### config.mk
export PLATFORM = sky130hd
export DESIGN_NAME = por_stretch
export DESIGN_NICKNAME = d
export VERILOG_FILES = /design/src/rtl/por_stretch.sv
export SDC_FILE = /design/constraint.sdc
export NUM_CORES = 1
export LEC_CHECK = 0
export ABC_AREA = 1
export BUFFER_PORTS_ARGS = -buffer_cell sky130_fd_sc_hd__clkbuf_2
export CAP_MARGIN = 10
export CORE_MARGIN = 2
export CORE_UTILIZATION = 55
export DETAILED_ROUTE_END_ITERATION = 10
export GPL_TIMING_DRIVEN = 0
export PLACE_DENSITY_LB_ADDON = 0.08
export SLEW_MARGIN = 20
export SYNTH_ARGS = -nofsm -noshare
export SYNTH_HDL_FRONTEND = slang
export SYNTH_SLANG_ARGS = --single-unit
export TNS_END_PERCENT = 1
### constraint.sdc
create_clock -name clk_i -period 1.8 [get_ports clk_i]
set_input_delay 0.45 -clock clk_i [delete_from_list [all_inputs] [get_ports clk_i]]
set_output_delay 0.45 -clock clk_i [all_outputs]
set_load 0.005 [all_outputs]
### src/rtl/por_stretch.sv
module por_stretch #(
  parameter int unsigned CLK_KHZ     = 100_000,
  parameter int unsigned FILT_NS     = 4_000,
  parameter int unsigned HOLD_US     = 140_000,
  parameter bit          ACTIVE_HIGH = 1'b0
) (
  input  logic clk_i,
  input  logic uv_async_i,
  output logic rst_o
);
  localparam int unsigned FILT_CYC = int'((64'(CLK_KHZ) * 64'(FILT_NS)) / 64'd1_000_000);
  localparam int unsigned HOLD_CYC = int'((64'(CLK_KHZ) * 64'(HOLD_US)) / 64'd1_000);
  localparam int unsigned FW = $clog2(FILT_CYC + 1);
  localparam int unsigned HW = $clog2(HOLD_CYC + 1);
  localparam logic [FW-1:0] FILT_TOP = FW'(FILT_CYC);
  localparam logic [HW-1:0] HOLD_TOP = HW'(HOLD_CYC - 1);

  logic uv_s1 = 1'b1;
  logic uv_s2 = 1'b1;
  logic asrt_q = 1'b1;
  logic [FW-1:0] filt_q = '0;
  logic [HW-1:0] hold_q = '0;

  always_ff @(posedge clk_i) begin
    uv_s1 <= uv_async_i;
    uv_s2 <= uv_s1;
  end

  always_ff @(posedge clk_i) begin
    if (!asrt_q) begin
      hold_q <= '0;
      if (!uv_s2) begin
        filt_q <= '0;
      end else if (filt_q == FILT_TOP) begin
        filt_q <= '0;
        asrt_q <= 1'b1;
      end else begin
        filt_q <= filt_q + 1'b1;
      end
    end else begin
      filt_q <= '0;
      if (uv_s2) begin
        hold_q <= '0;
      end else if (hold_q == HOLD_TOP) begin
        hold_q <= '0;
        asrt_q <= 1'b0;
      end else begin
        hold_q <= hold_q + 1'b1;
      end
    end
  end

  assign rst_o = ACTIVE_HIGH ? asrt_q : ~asrt_q;
endmodule


Word-level counts from Yosys, hierarchy flattened
Index checks and enable logic that the tools add are counted.
- flip-flop bits (word level): 36
- output and inout port bits: 1
- word-level logic and storage cells: 18
- add/subtract/negate cells: 2
- equality and inequality tests: 2
- muxes and demuxes: 5
- bitwise operators: 2
- reduce and logical (&&, ||, !) cells: 2
- operator list (cell ; count):
    $add 24x1->24 const B ; 1
    $eq 24x24->1 const B ; 1
    $add 9x1->9 const B ; 1
    $eq 9x9->1 const B ; 1
    $reduce_or 3->1 ; 2
    $mux 1 ; 5
    $not 1->1 ; 2

Logic depth before layout (Yosys ltp)
Gate-level depths: netlist (run 1).
- word-level depth: 4
- depth in mapped cells: 9
- gate-level depth less buffers: 9

Worst setup path after synthesis (run 1)
OpenSTA, ideal clock, no wires.
- kind: reg-to-reg
- from: register hold_q[0]
- to: register hold_q[20]
- data arrival time: 1.185 ns
- slack: 0.503 ns
- cell stages (with the launch flop): 8
- buffers on the path: 1
- period minus slack after synthesis: 1.297 ns
- path through: dfxtp_1 > ha_1 > nand3_1 > nor3_1 > nand3_1 > nand2_2 > buf_6 > nor2_1
- word-level cells in the longest chain between the ends: 2
- elaborated cells between the ends (all ways): 3
- RTL lines (what ; line ; source):
    from (decl) ; 22 ; logic [HW-1:0] hold_q = '0;
    from (signal assigned) ; 48 ; hold_q <= hold_q + 1'b1;
    parallel branches: the longest is 2 deep, another holds $add 24x1->24 ; n/a ;
Parallel ways; which one is timed is not known.
A chain may end at the register's enable or synchronous reset.

Worst setup path in the final report (run 1)
- from: register hold_q[0]
- to: register hold_q[3]
Same word-level chain as after synthesis.

==> metrics.md, run 1 <==
| Metric | Value |
|---|---|
| Reg2reg setup slack | `0.25 ns` |
| Area of the die | `0.00385 mm^2` |
| Overall fraction of global-route tracks in use | `20.9%` |
| Yosys synthesis warning count | `0` |
| Hold Fails Final Rpt | `0` |
| Highest achievable clock rate | `0.645 GHz` |
| Largest stage delay on the critical path | `0.36 ns` |
| Remaining DRCs | `0` |
| Measured slew at the worst slew-check pin | `0.364 ns` |
| Aggregate negative setup slack | `0 ns` |
| Worst setup skew after layout | `0.00653 ns` |
| Crit path required time | `2.04 ns` |
| Number of enable flip-flop cells after synthesis | `0` |
| Setup repair after global routing missed its margin | `no` |
| Wire length of the first global-routing pass | `5.83 mm` |
| Synthesized area per cell | `6.59 um^2` |
| CORE AREA | `0.00328 mm^2` |
| Number of global-route vias before repair | `1399` |
| PwrDens | `652 mW/mm^2` |
| Total setup violations reported at the end of the flow | `0` |
| Psw | `282 uW` |
| Final wirelength | `3.36 mm` |
| Number of detailed-route iterations in the first pass | `4` |
| Multiplexer area fraction after synthesis | `0%` |
| Sum of overflow across all layers after global routing | `0` |
| Share of the synthesized area in compound gates (AO/OA/AOI/OAI) | `2.97%` |
| Pin count of the biggest net entering global routing | `11` |
| Share of synthesized flip-flops with an asynchronous set or reset | `0%` |
| Library cells used by synthesis | `20` |
| Largest voltage drop on the vdd net | `0.554 mV` |
| Worst setup path class | `reg2reg` |
| Number of H-tree levels | `2` |
| Number of stages on the worst hold path | `1` |
| Dominant synthesized flop cell | `sky130_fd_sc_hd__dfxtp_1` |
| Core Util, Final | `60.3%` |
| Setup bufs post-CTS | `0` |
| Largest family of logic cells by synthesized area | `simple AND/OR/NAND/NOR gates` |
| Flop pwr share | `62.7%` |
| Count of vias placed by the detailed router | `1578` |
| Routed via count divided by cell count | `4.68` |
| Top cell type by total area after synthesis | `sky130_fd_sc_hd__dfxtp_1` |
| Status | `finished, final reports clean` |
| Reg2Reg Depth | `7` |
| Sequential-to-total area share from yosys stat | `38.9%` |
| Fraction of the mapped netlist area in simple logic gates | `42.6%` |
| Count of pins over their slew limit | `0` |
| Gate count after technology mapping | `281` |
| XOR/XNOR share of the synthesized area | `3.78%` |
| Internal power of the cells | `1.01 mW` |
| Family of cells with the greatest summed delay on the critical path | `simple AND/OR/NAND/NOR gates` |
| Switching part of the total power | `21.8%` |
| Filler instances | `345` |
| Buf+Inv Stages, Crit Path | `1` |
| Hold path start | `uv_async_i` |
| Buffers added on ports | `2` |
| Capturing element type of the critical path | `register` |
| Sum of net half-perimeters after detailed placement | `2.59 mm` |
| Period utilisation layout | `86.1%` |
| Critical Path Most Common Cell | `sky130_fd_sc_hd__nand3_1` |
| Final GP Congestion | `0.852` |
| Leakage power | `0.724 nW` |
| Share of the synthesized area in the top cell type | `38.9%` |
| Number of antenna-violating nets in the routed design | `0` |
| Area growth from synthesis to final layout | `6.82%` |
| Leading post-synthesis cells by cell area | `sky130_fd_sc_hd__dfxtp_1, sky130_fd_sc_hd__nand2_1, sky130_fd_sc_hd__nor2_1, sky130_fd_sc_hd__inv_1, sky130_fd_sc_hd__nand3_1` |
| Clock-pin slew reported for the worst setup and hold paths after clock tree synthesis | `0.10 ns` |
| I/O Pins | `3` |
| Sink count of the clock tree | `36` |
| Final layout net count | `295` |
| Top fanout value on the critical path | `10` |
| Synth Net Count | `286` |
| Synthesized-area fraction occupied by adder cells | `2.03%` |
| Origin of the critical flop-to-flop path | `hold_q[0]` |
| Time the final worst path needs with I/O delays and setup | `1.55 ns` |
| Worst-Skew Late Latency | `0.34 ns` |
| Worst Hold Endpoint | `uv_s1` |
| Die Ht | `62.0 um` |
| Total power consumption of the routed design | `1.29 mW` |
| Max Cap Viol | `0` |
| WL/cell | `9.98 um` |
| # hold bufs at CTS | `0` |
| Number of standard-cell rows in the floorplan | `21` |
| Clock tree from TritonCTS | `yes` |
| Initial Util | `56.4%` |
| Arrival @ worst endpoint | `1.79 ns` |
| Bufs on Longest Clock Path | `2` |
| CP Launch Type | `register` |
| Clk Tree Root Cell | `sky130_fd_sc_hd__clkbuf_4` |
| Number of antenna violations at the first check in global routing | `0` |
| Part of the power in the clock network | `35.0%` |
| Resized cells post-CTS | `0` |
| Die W | `62.0 um` |
| List of cells traversed by the critical path | `ha_1, nand3_1, nor3_1, nand3_1, nand2_2, buf_6, nor2_1` |
| Inserted Diodes | `0` |
| DRC marker count from the first detailed-route iteration | `46` |
| Number of buffers created by CTS | `5` |
| Capturing point of the worst reg2reg path | `hold_q[3]` |
| Flip-flop and latch count after synthesis | `36` |
| Critical Path Slowest Stage Cell | `sky130_fd_sc_hd__dfxtp_1` |
| Total standard cell area after synthesis | `0.00185 mm^2` |
| Combinational share of power | `2.2%` |
| Path category of the worst min-delay check | `in2reg` |
| Fraction of final layout cells with drive strength greater than 1 | `7.90%` |
| Slew Limit Headroom | `75.6%` |
placed cells by master, fill, tap and decap left out, types with 3 or more instances in the layout:
cell type,instances
sky130_fd_sc_hd__nand2_1,78
sky130_fd_sc_hd__nor2_1,56
sky130_fd_sc_hd__inv_1,41
sky130_fd_sc_hd__dfxtp_1,36
sky130_fd_sc_hd__nand3_1,18
sky130_fd_sc_hd__nand4_1,9
sky130_fd_sc_hd__nor3_1,7
sky130_fd_sc_hd__xor2_1,6
sky130_fd_sc_hd__nor2_4,5
sky130_fd_sc_hd__o21ai_0,5
sky130_fd_sc_hd__clkbuf_4,5
sky130_fd_sc_hd__nand2_2,4
sky130_fd_sc_hd__a21oi_1,3
sky130_fd_sc_hd__ha_1,3
cell usage after synthesis (2+ instances only):
cell type	count
sky130_fd_sc_hd__xor2_1	6
sky130_fd_sc_hd__a21oi_1	3
sky130_fd_sc_hd__nor2_1	56
sky130_fd_sc_hd__nor2_4	5
sky130_fd_sc_hd__nand2_2	4
sky130_fd_sc_hd__o21ai_0	5
sky130_fd_sc_hd__nand2_1	78
sky130_fd_sc_hd__nand3_1	18
sky130_fd_sc_hd__inv_1	41
sky130_fd_sc_hd__buf_6	2
sky130_fd_sc_hd__nor3_1	7
sky130_fd_sc_hd__nand4_1	9
sky130_fd_sc_hd__ha_1	3
sky130_fd_sc_hd__o21bai_1	2
sky130_fd_sc_hd__dfxtp_1	36
sky130_fd_sc_hd__xnor2_1	2
worst reg2reg max path: stages, from the launching register on:
cell	delay [ns]
sky130_fd_sc_hd__dfxtp_1	0.36
sky130_fd_sc_hd__ha_1	0.21
sky130_fd_sc_hd__nand3_1	0.17
sky130_fd_sc_hd__nor3_1	0.22
sky130_fd_sc_hd__nand3_1	0.13
sky130_fd_sc_hd__nand2_2	0.15
sky130_fd_sc_hd__buf_6	0.16
sky130_fd_sc_hd__nor2_1	0.05
state kept, by name, indices dropped and copies added, names as in the netlist:
register  flops
uv_s2         1
hold_q       24
asrt_q        1
uv_s1         1
filt_q        9
power by group through the flow:
stage	clock network, mW	registers [mW]	logic (mW)
final	0.452	0.810	0.0288
after global routing	0.500	0.812	0.0329
after CTS	0.467	0.810	0.0296
after detailed placement	0	0.828	0.0296
after global placement	0	0.828	0.0291
after floorplan	0	0.827	0.0236
layer usage:
| layer | track usage [%] | routed length (um) |
|---|---|---|
| met1 | 28.0 | 1750 |
| met2 | 31.5 | 1460 |
| met3 | 5.59 | 90 |
| met4 | 9.12 | 65 |
| met5 | 0 | 0 |
worst max-delay path by stage:
stage,start,to,slack (ns),cells after the start
after global placement,hold_q[0],hold_q[21],0.27,7
after floorplan,hold_q[0],hold_q[20],0.50,7
final,hold_q[0],hold_q[3],0.25,7
after global routing,hold_q[0],hold_q[20],0.15,7
after detailed placement,hold_q[0],hold_q[21],0.26,7
after CTS,hold_q[0],hold_q[3],0.24,7
cell type report:
type	count	area [um^2]	area share [%]
flip-flops and latches	36	721	36.4
plain buffers	2	22.5	1.14
multi-input cells	201	952	48.1
repair buffers	2	10.0	0.506
inverters	42	158	7.96
clock buffers	8	58.8	2.97
well taps	46	57.6	2.91
cells by family after synthesis:
group	Yosys count
and+or+nand+nor	180
buffers and inverters	44
DFF	36
AOI/OAI and AO/OA	10
xor gates and xnor gates	8
adders and majority gates	3
through the flow:
stage	setup WS (ns)	instance area (um^2)	hold WS (ns)	std cells
floorplan	0.503	1850	0.310	281
global placement	0.271	1920	0.311	329
detailed placement	0.257	1920	0.317	329
CTS	0.242	1980	0.193	337
global route	0.152	1980	0.186	337
finish	0.250	1980	0.205	337
Power figures use the tool's default switching activity.
==> run 2: changes to the inputs <==
Settings changed: GPL_TIMING_DRIVEN 0 to not set.
==> run 2 against run 1 <==
Clock-buffer cell count is 3 lower; combinational power is 6% lower; sequential power hardly changed; non-clock buffer count stayed put; global-route usage is 1.2 points lower; sequential share of layout area is 0.32 points lower; utilization is 0.53 points higher; largest cell class unchanged.
==> metrics.md, run 2 (same netlist as run 1, synthesis figures left out) <==
| Metric | Value |
|---|---|
| Highest achievable clock rate | `0.698 GHz (+8.2%)` |
| Capturing element type of the critical path | `register` |
| Routed via count divided by cell count | `4.73 (+1.0%)` |
| Arrival @ worst endpoint | `1.68 ns (-0.11 ns)` |
| Clock-pin slew reported for the worst setup and hold paths after clock tree synthesis | `0.13 ns (+0.03 ns)` |
| Initial Util | `56.4% (unchanged)` |
| Reg2Reg Depth | `7 (unchanged)` |
| Clk Tree Root Cell | `sky130_fd_sc_hd__clkbuf_4` |
| Aggregate negative setup slack | `0 ns (unchanged)` |
| Measured slew at the worst slew-check pin | `0.376 ns (+0.0114 ns)` |
| Pin count of the biggest net entering global routing | `14 (+3)` |
| Path category of the worst min-delay check | `in2reg` |
| Top routing layer in use | `met4` |
| Number of standard-cell rows in the floorplan | `21 (unchanged)` |
| Die Ht | `62.0 um (unchanged)` |
| Max Cap Viol | `0 (unchanged)` |
| Hold Fails Final Rpt | `0 (unchanged)` |
| Total setup violations reported at the end of the flow | `0 (unchanged)` |
| CP endpoint | `hold_q[20]` |
| Time the final worst path needs with I/O delays and setup | `1.43 ns (-0.118 ns)` |
| Largest voltage drop on the vdd net | `0.605 mV (+9.3%)` |
| Leakage power | `0.731 nW (+0.93%)` |
| Bufs on Longest Clock Path | `2 (unchanged)` |
| Startpoint of the most critical setup path | `hold_q[0]` |
| Overall fraction of global-route tracks in use | `19.7% (-1.2 points)` |
| Slew Limit Headroom | `74.9% (-0.76 points)` |
| Core Util, Final | `60.8% (+0.53 points)` |
| Clock tree from TritonCTS | `yes` |
| Number of antenna-violating nets in the routed design | `0 (unchanged)` |
| Total power consumption of the routed design | `1.44 mW (+12%)` |
| Area growth from synthesis to final layout | `7.77%` |
| Worst setup path class | `reg2reg` |
| Count of pins over their slew limit | `0 (unchanged)` |
| Resized cells post-CTS | `0 (unchanged)` |
| Sum of overflow across all layers after global routing | `0 (unchanged)` |
| Number of global-route vias before repair | `1261 (-9.9%)` |
| Number of buffers created by CTS | `5 (unchanged)` |
| Top fanout value on the critical path | `12 (+2)` |
| Capturing point of the worst reg2reg path | `hold_q[20]` |
| DRC marker count from the first detailed-route iteration | `73 (+59%)` |
| Final GP Congestion | `0.932 (+9.5%)` |
| Number of detailed-route iterations in the first pass | `4 (unchanged)` |
| Origin of the critical flop-to-flop path | `hold_q[0]` |
| Wire length on met1 | `1.81 mm (+3.3%)` |
| Wire length of the first global-routing pass | `5.43 mm (-6.9%)` |
| Worst setup skew after layout | `0.0113 ns (+0.00478 ns)` |
| Leading cell types in the layout, fill and taps excluded | `sky130_fd_sc_hd__nand2_1, sky130_fd_sc_hd__nor2_1, sky130_fd_sc_hd__inv_1, sky130_fd_sc_hd__dfxtp_1, sky130_fd_sc_hd__nand3_1` |
| Most common library cell in the layout ignoring fill and taps | `sky130_fd_sc_hd__nand2_1` |
| Sum of net half-perimeters after detailed placement | `2.59 mm (about the same)` |
| Period utilisation layout | `79.6% (-6.6 points)` |
| Dpl cell area | `0.00191 mm^2 (-0.39%)` |
| CORE AREA | `0.00328 mm^2 (unchanged)` |
| Met2 wire length | `1.36 mm (-6.5%)` |
| Number of antenna violations at the first check in global routing | `0 (unchanged)` |
| # hold bufs at CTS | `0 (unchanged)` |
| Setup bufs post-CTS | `0 (unchanged)` |
| Met3 Routed Length | `117 um (+30%)` |
| Sink count of the clock tree | `36 (unchanged)` |
| Worst-Skew Late Latency | `0.36 ns (+0.02 ns)` |
| I/O Pins | `3 (unchanged)` |
| Largest registers | `hold_q x24, filt_q x9` |
| Setup repair after global routing missed its margin | `no` |
| Final wirelength | `3.34 mm (-0.59%)` |
| Fraction of final layout cells with drive strength greater than 1 | `8.59% (+0.69 points)` |
| Worst Hold Slack | `0.182 ns (-0.0236 ns)` |
| Status | `finished, final reports clean` |
| Inserted Diodes | `0 (unchanged)` |
| Number of H-tree levels | `2 (unchanged)` |
| Die W | `62.0 um (unchanged)` |
| Design area | `0.00200 mm^2 (+0.89%)` |
| Buffers added on ports | `2 (unchanged)` |
| Remaining DRCs | `0 (unchanged)` |
| PwrDens | `721 mW/mm^2 (+11%)` |
| Area of the die | `0.00385 mm^2 (unchanged)` |
| CP Launch Type | `register` |
| WL/cell | `9.92 um (-0.59%)` |
| Largest register FFs | `24 (unchanged)` |
| Final layout net count | `295 (unchanged)` |
| Register with the highest flop count | `hold_q` |
| Count of vias placed by the detailed router | `1594 (+1.0%)` |
| Reg2reg setup slack | `0.37 ns (+0.12 ns)` |
| Crit path required time | `2.05 ns (about the same)` |
[run 2: stage by stage]
step           setup WS [ns]  cells
2_1_floorplan          0.503    281
3_3_place_gp           0.392    329
3_5_place_dp           0.355    329
4_1_cts                0.334    337
5_1_grt                0.185    337
6_report               0.368    337
[run 2: how the worst min path moves through the flow]
stage | cells past startpoint | endpoint | slack [ns] | start
5_1_grt | 1 | uv_s1 | 0.15 | uv_async_i
3_5_place_dp | 0 | uv_s2 | 0.31 | uv_s1
2_1_floorplan | 0 | uv_s2 | 0.31 | uv_s1
4_1_cts | 1 | uv_s1 | 0.18 | uv_async_i
6_report | 1 | uv_s1 | 0.18 | uv_async_i
3_3_place_gp | 0 | uv_s2 | 0.31 | uv_s1
[run 2: worst max-delay path: stages, from the launching register on]
cell	delay, ns
sky130_fd_sc_hd__dfxtp_1	0.37
sky130_fd_sc_hd__ha_1	0.21
sky130_fd_sc_hd__nand3_1	0.17
sky130_fd_sc_hd__nor3_1	0.17
sky130_fd_sc_hd__nand3_1	0.11
sky130_fd_sc_hd__nand2_2	0.07
sky130_fd_sc_hd__buf_4	0.18
sky130_fd_sc_hd__nor2_1	0.06
[run 2: routing by layer]
layer | up-vias | global-route usage, %
met3 | 6 | 6.21
li1 | 882 | -
met2 | 14 | 27.4
met4 | 0 | 7.90
met1 | 692 | 28.1
met5 | - | 0
[run 2: layout make-up]
class	instances	area, um^2
fillers	342	1290
multi-input cells	201	952
flip-flops and latches	36	721
inverters	42	158
well taps	46	57.6
clock inverters	3	46.3
clock buffers	5	37.5
repair buffers	4	25.0
[run 2: power by group]
group	switching, mW	internal [mW]	total, mW	leakage, nW
Sequential	0.00564	0.805	0.810	0.291
Combinational	0.0163	0.0108	0.0271	0.398
Clock	0.306	0.297	0.603	0.0418
Total	0.328	1.11	1.44	0.731
==> run 3: changes to the inputs <==
Clock period 1.8 ns to 1.16 ns, I/O delays scaled along.
==> run 3 against run 2 <==
Clock skew grew 0.0039 ns; clock power grew 49%; power grew 55%; critical path type unchanged; die area is the same; worst setup slack lost 0.58 ns; the run now ends with setup timing left; sequential share of layout area shrank 6.8 points; final cell count grew 15%; routed wire length grew 30%; flip-flop and latch count is the same; largest power group unchanged; fmax grew 4.1%.
==> metrics.md, run 3 (same netlist as run 1, synthesis figures left out) <==
| Metric | Value |
|---|---|
| Status | `finished with violations` |
| Path category of the worst min-delay check | `in2reg` |
| Number of global-route vias before repair | `1594 (+26%)` |
| Number of buffers created by CTS | `5 (unchanged)` |
| Sum of overflow across all layers after global routing | `0 (unchanged)` |
| Area growth from synthesis to final layout | `35.9%` |
| Number of antenna violations at the first check in global routing | `0 (unchanged)` |
| Wire length of the first global-routing pass | `6.89 mm (+27%)` |
| Register with the highest flop count | `hold_q` |
| Fraction of final layout cells with drive strength greater than 1 | `32.9% (+24 points)` |
| Violated checks | `setup timing` |
| Capturing element type of the critical path | `register` |
| Global routing met3 resource utilization | `6.21% (unchanged)` |
| Worst Hold Slack | `0.0436 ns (-0.138 ns)` |
| Core Util, Final | `76.6% (+16 points)` |
| Number of detailed-route iterations in the first pass | `4 (unchanged)` |
| Buffers added on ports | `2 (unchanged)` |
| Final layout net count | `344 (+17%)` |
| Final wirelength | `4.34 mm (+30%)` |
| Die W | `62.0 um (unchanged)` |
| Number of H-tree levels | `2 (unchanged)` |
| Remaining DRCs | `0 (unchanged)` |
| Clk Tree Root Cell | `sky130_fd_sc_hd__clkbuf_4` |
| Largest register FFs | `24 (unchanged)` |
| CORE AREA | `0.00328 mm^2 (unchanged)` |
| Leakage power | `1.03 nW (+41%)` |
| Die Ht | `62.0 um (unchanged)` |
| Routed via count divided by cell count | `4.68 (-1.1%)` |
| Clock tree from TritonCTS | `yes` |
| Area of the die | `0.00385 mm^2 (unchanged)` |
| Leading cell types in the layout, fill and taps excluded | `sky130_fd_sc_hd__nand2_1, sky130_fd_sc_hd__nor2_1, sky130_fd_sc_hd__buf_4, sky130_fd_sc_hd__inv_1, sky130_fd_sc_hd__dfxtp_1` |
| Finished Layout Cells | `386 (+15%)` |
| Number of antenna-violating nets in the routed design | `0 (unchanged)` |
| Most crowded layer after global routing | `met2` |
| Number of standard-cell rows in the floorplan | `21 (unchanged)` |
| Crit path required time | `1.44 ns (-0.61 ns)` |
| I/O Pins | `3 (unchanged)` |
| Largest voltage drop on the vdd net | `1.07 mV (+77%)` |
| Met2 layer usage reported by global route | `40.3% (+13 points)` |
| Worst-Skew Late Latency | `0.35 ns (about the same)` |
| Clock-pin slew reported for the worst setup and hold paths after clock tree synthesis | `0.11 ns (-0.02 ns)` |
| Time the final worst path needs with I/O delays and setup | `1.38 ns (-0.0561 ns)` |
| WL/cell | `11.3 um (+13%)` |
| Design area | `0.00252 mm^2 (+26%)` |
| Bufs on Longest Clock Path | `2 (unchanged)` |
| Inserted Diodes | `0 (unchanged)` |
| Hold Fails Final Rpt | `0 (unchanged)` |
| Total setup violations reported at the end of the flow | `29 (+29)` |
| Dpl cell area | `0.00231 mm^2 (+21%)` |
| Overall fraction of global-route tracks in use | `24.8% (+5.2 points)` |
| Worst setup path class | `reg2reg` |
| Aggregate negative setup slack | `-4.85 ns (-4.85 ns)` |
| CP Launch Type | `register` |
| Final GP Congestion | `0.834 (-11%)` |
| Placed cells | `376 (+14%)` |
| Initial Util | `56.4% (unchanged)` |
| Arrival @ worst endpoint | `1.66 ns (-0.02 ns)` |
| Top fanout value on the critical path | `3 (-9)` |
| Sum of net half-perimeters after detailed placement | `3.09 mm (+19%)` |
| DRC marker count from the first detailed-route iteration | `67 (-8.2%)` |
| Worst setup skew after layout | `0.0152 ns (+0.00393 ns)` |
| Period utilisation layout | `119% (+39 points)` |
| Count of vias placed by the detailed router | `1805 (+13%)` |
| Met1 track utilization from global routing | `31.9% (+3.8 points)` |
| Slew Limit Headroom | `83.6% (+8.7 points)` |
| Highest achievable clock rate | `0.727 GHz (+4.1%)` |
| DP Worst Slack | `-0.222 ns (-0.577 ns)` |
| PwrDens | `886 mW/mm^2 (+23%)` |
| Final setup margin | `-0.216 ns (-0.584 ns)` |
| Setup repair after global routing missed its margin | `yes` |
| Count of pins over their slew limit | `0 (unchanged)` |
| Largest registers | `hold_q x24, filt_q x9` |
| Most common library cell in the layout ignoring fill and taps | `sky130_fd_sc_hd__nand2_1` |
| Pin count of the biggest net entering global routing | `18 (+4)` |
| Sink count of the clock tree | `36 (unchanged)` |
| Measured slew at the worst slew-check pin | `0.243 ns (-0.133 ns)` |
| Max Cap Viol | `0 (unchanged)` |
| Total power consumption of the routed design | `2.23 mW (+55%)` |
==> run 3: changes by cell type in the layout (fill, tap and decap cells not counted), sizes merged <==
cell,change
clkinvlp,-1
clkinv,+1
inv,-1
buf,+49
clkbuf,+1
==> run 3: report_power, final <==
part	switching, mW	internal (mW)	leakage, nW
Sequential	0.0135	1.25	0.298
Clock	0.448	0.452	0.0422
Combinational	0.0332	0.0349	0.689
==> run 3: final timing paths <==
check / start / endpoint / slack, ns / cells past startpoint
setup / recovery: hold_q[7] / hold_q[14] / -0.22 / 7
hold / removal: uv_async_i / uv_s1 / 0.04 / 1
setup reg to reg: hold_q[7] / hold_q[14] / -0.22 / 7
hold reg to reg: uv_s1 / uv_s2 / 0.34 / 0
==> run 3: metal layers <==
| layer | vias up | share of wire [%] |
|---|---|---|
| met3 | 6 | 2.4 |
| met1 | 802 | 47 |
| met2 | 19 | 49 |
| li1 | 978 | - |
| met5 | - | 0 |
| met4 | 0 | 1.9 |
==> run 3: worst max-delay path: stages (launching register included) <==
cell                      delay, ns
sky130_fd_sc_hd__dfxtp_1       0.39
sky130_fd_sc_hd__nand2_1       0.10
sky130_fd_sc_hd__buf_4         0.14
sky130_fd_sc_hd__nor2_1        0.12
sky130_fd_sc_hd__nand2_1       0.13
sky130_fd_sc_hd__o21ai_0       0.25
sky130_fd_sc_hd__nand2_1       0.09
sky130_fd_sc_hd__nor2_1        0.10
==> run 3: layout make-up <==
class                      count  area (um^2)
fill                         267          767
tap                           46         57.6
timing repair buffer          53          409
multi-input combinational    201         1080
clock inverter                 2         35.0
sequential                    36          738
clock buffer                   6         41.3
inverter                      42          158
==> run 3: what timing repair did <==
| action | CTS | global route |
|---|---|---|
| hold buffers | 0 | 0 |
| setup buffers | 2 | 0 |
| setup endpoints to repair | 35 | 35 |
| pin swaps | 9 | 9 |
| resized for setup | 21 | 21 |
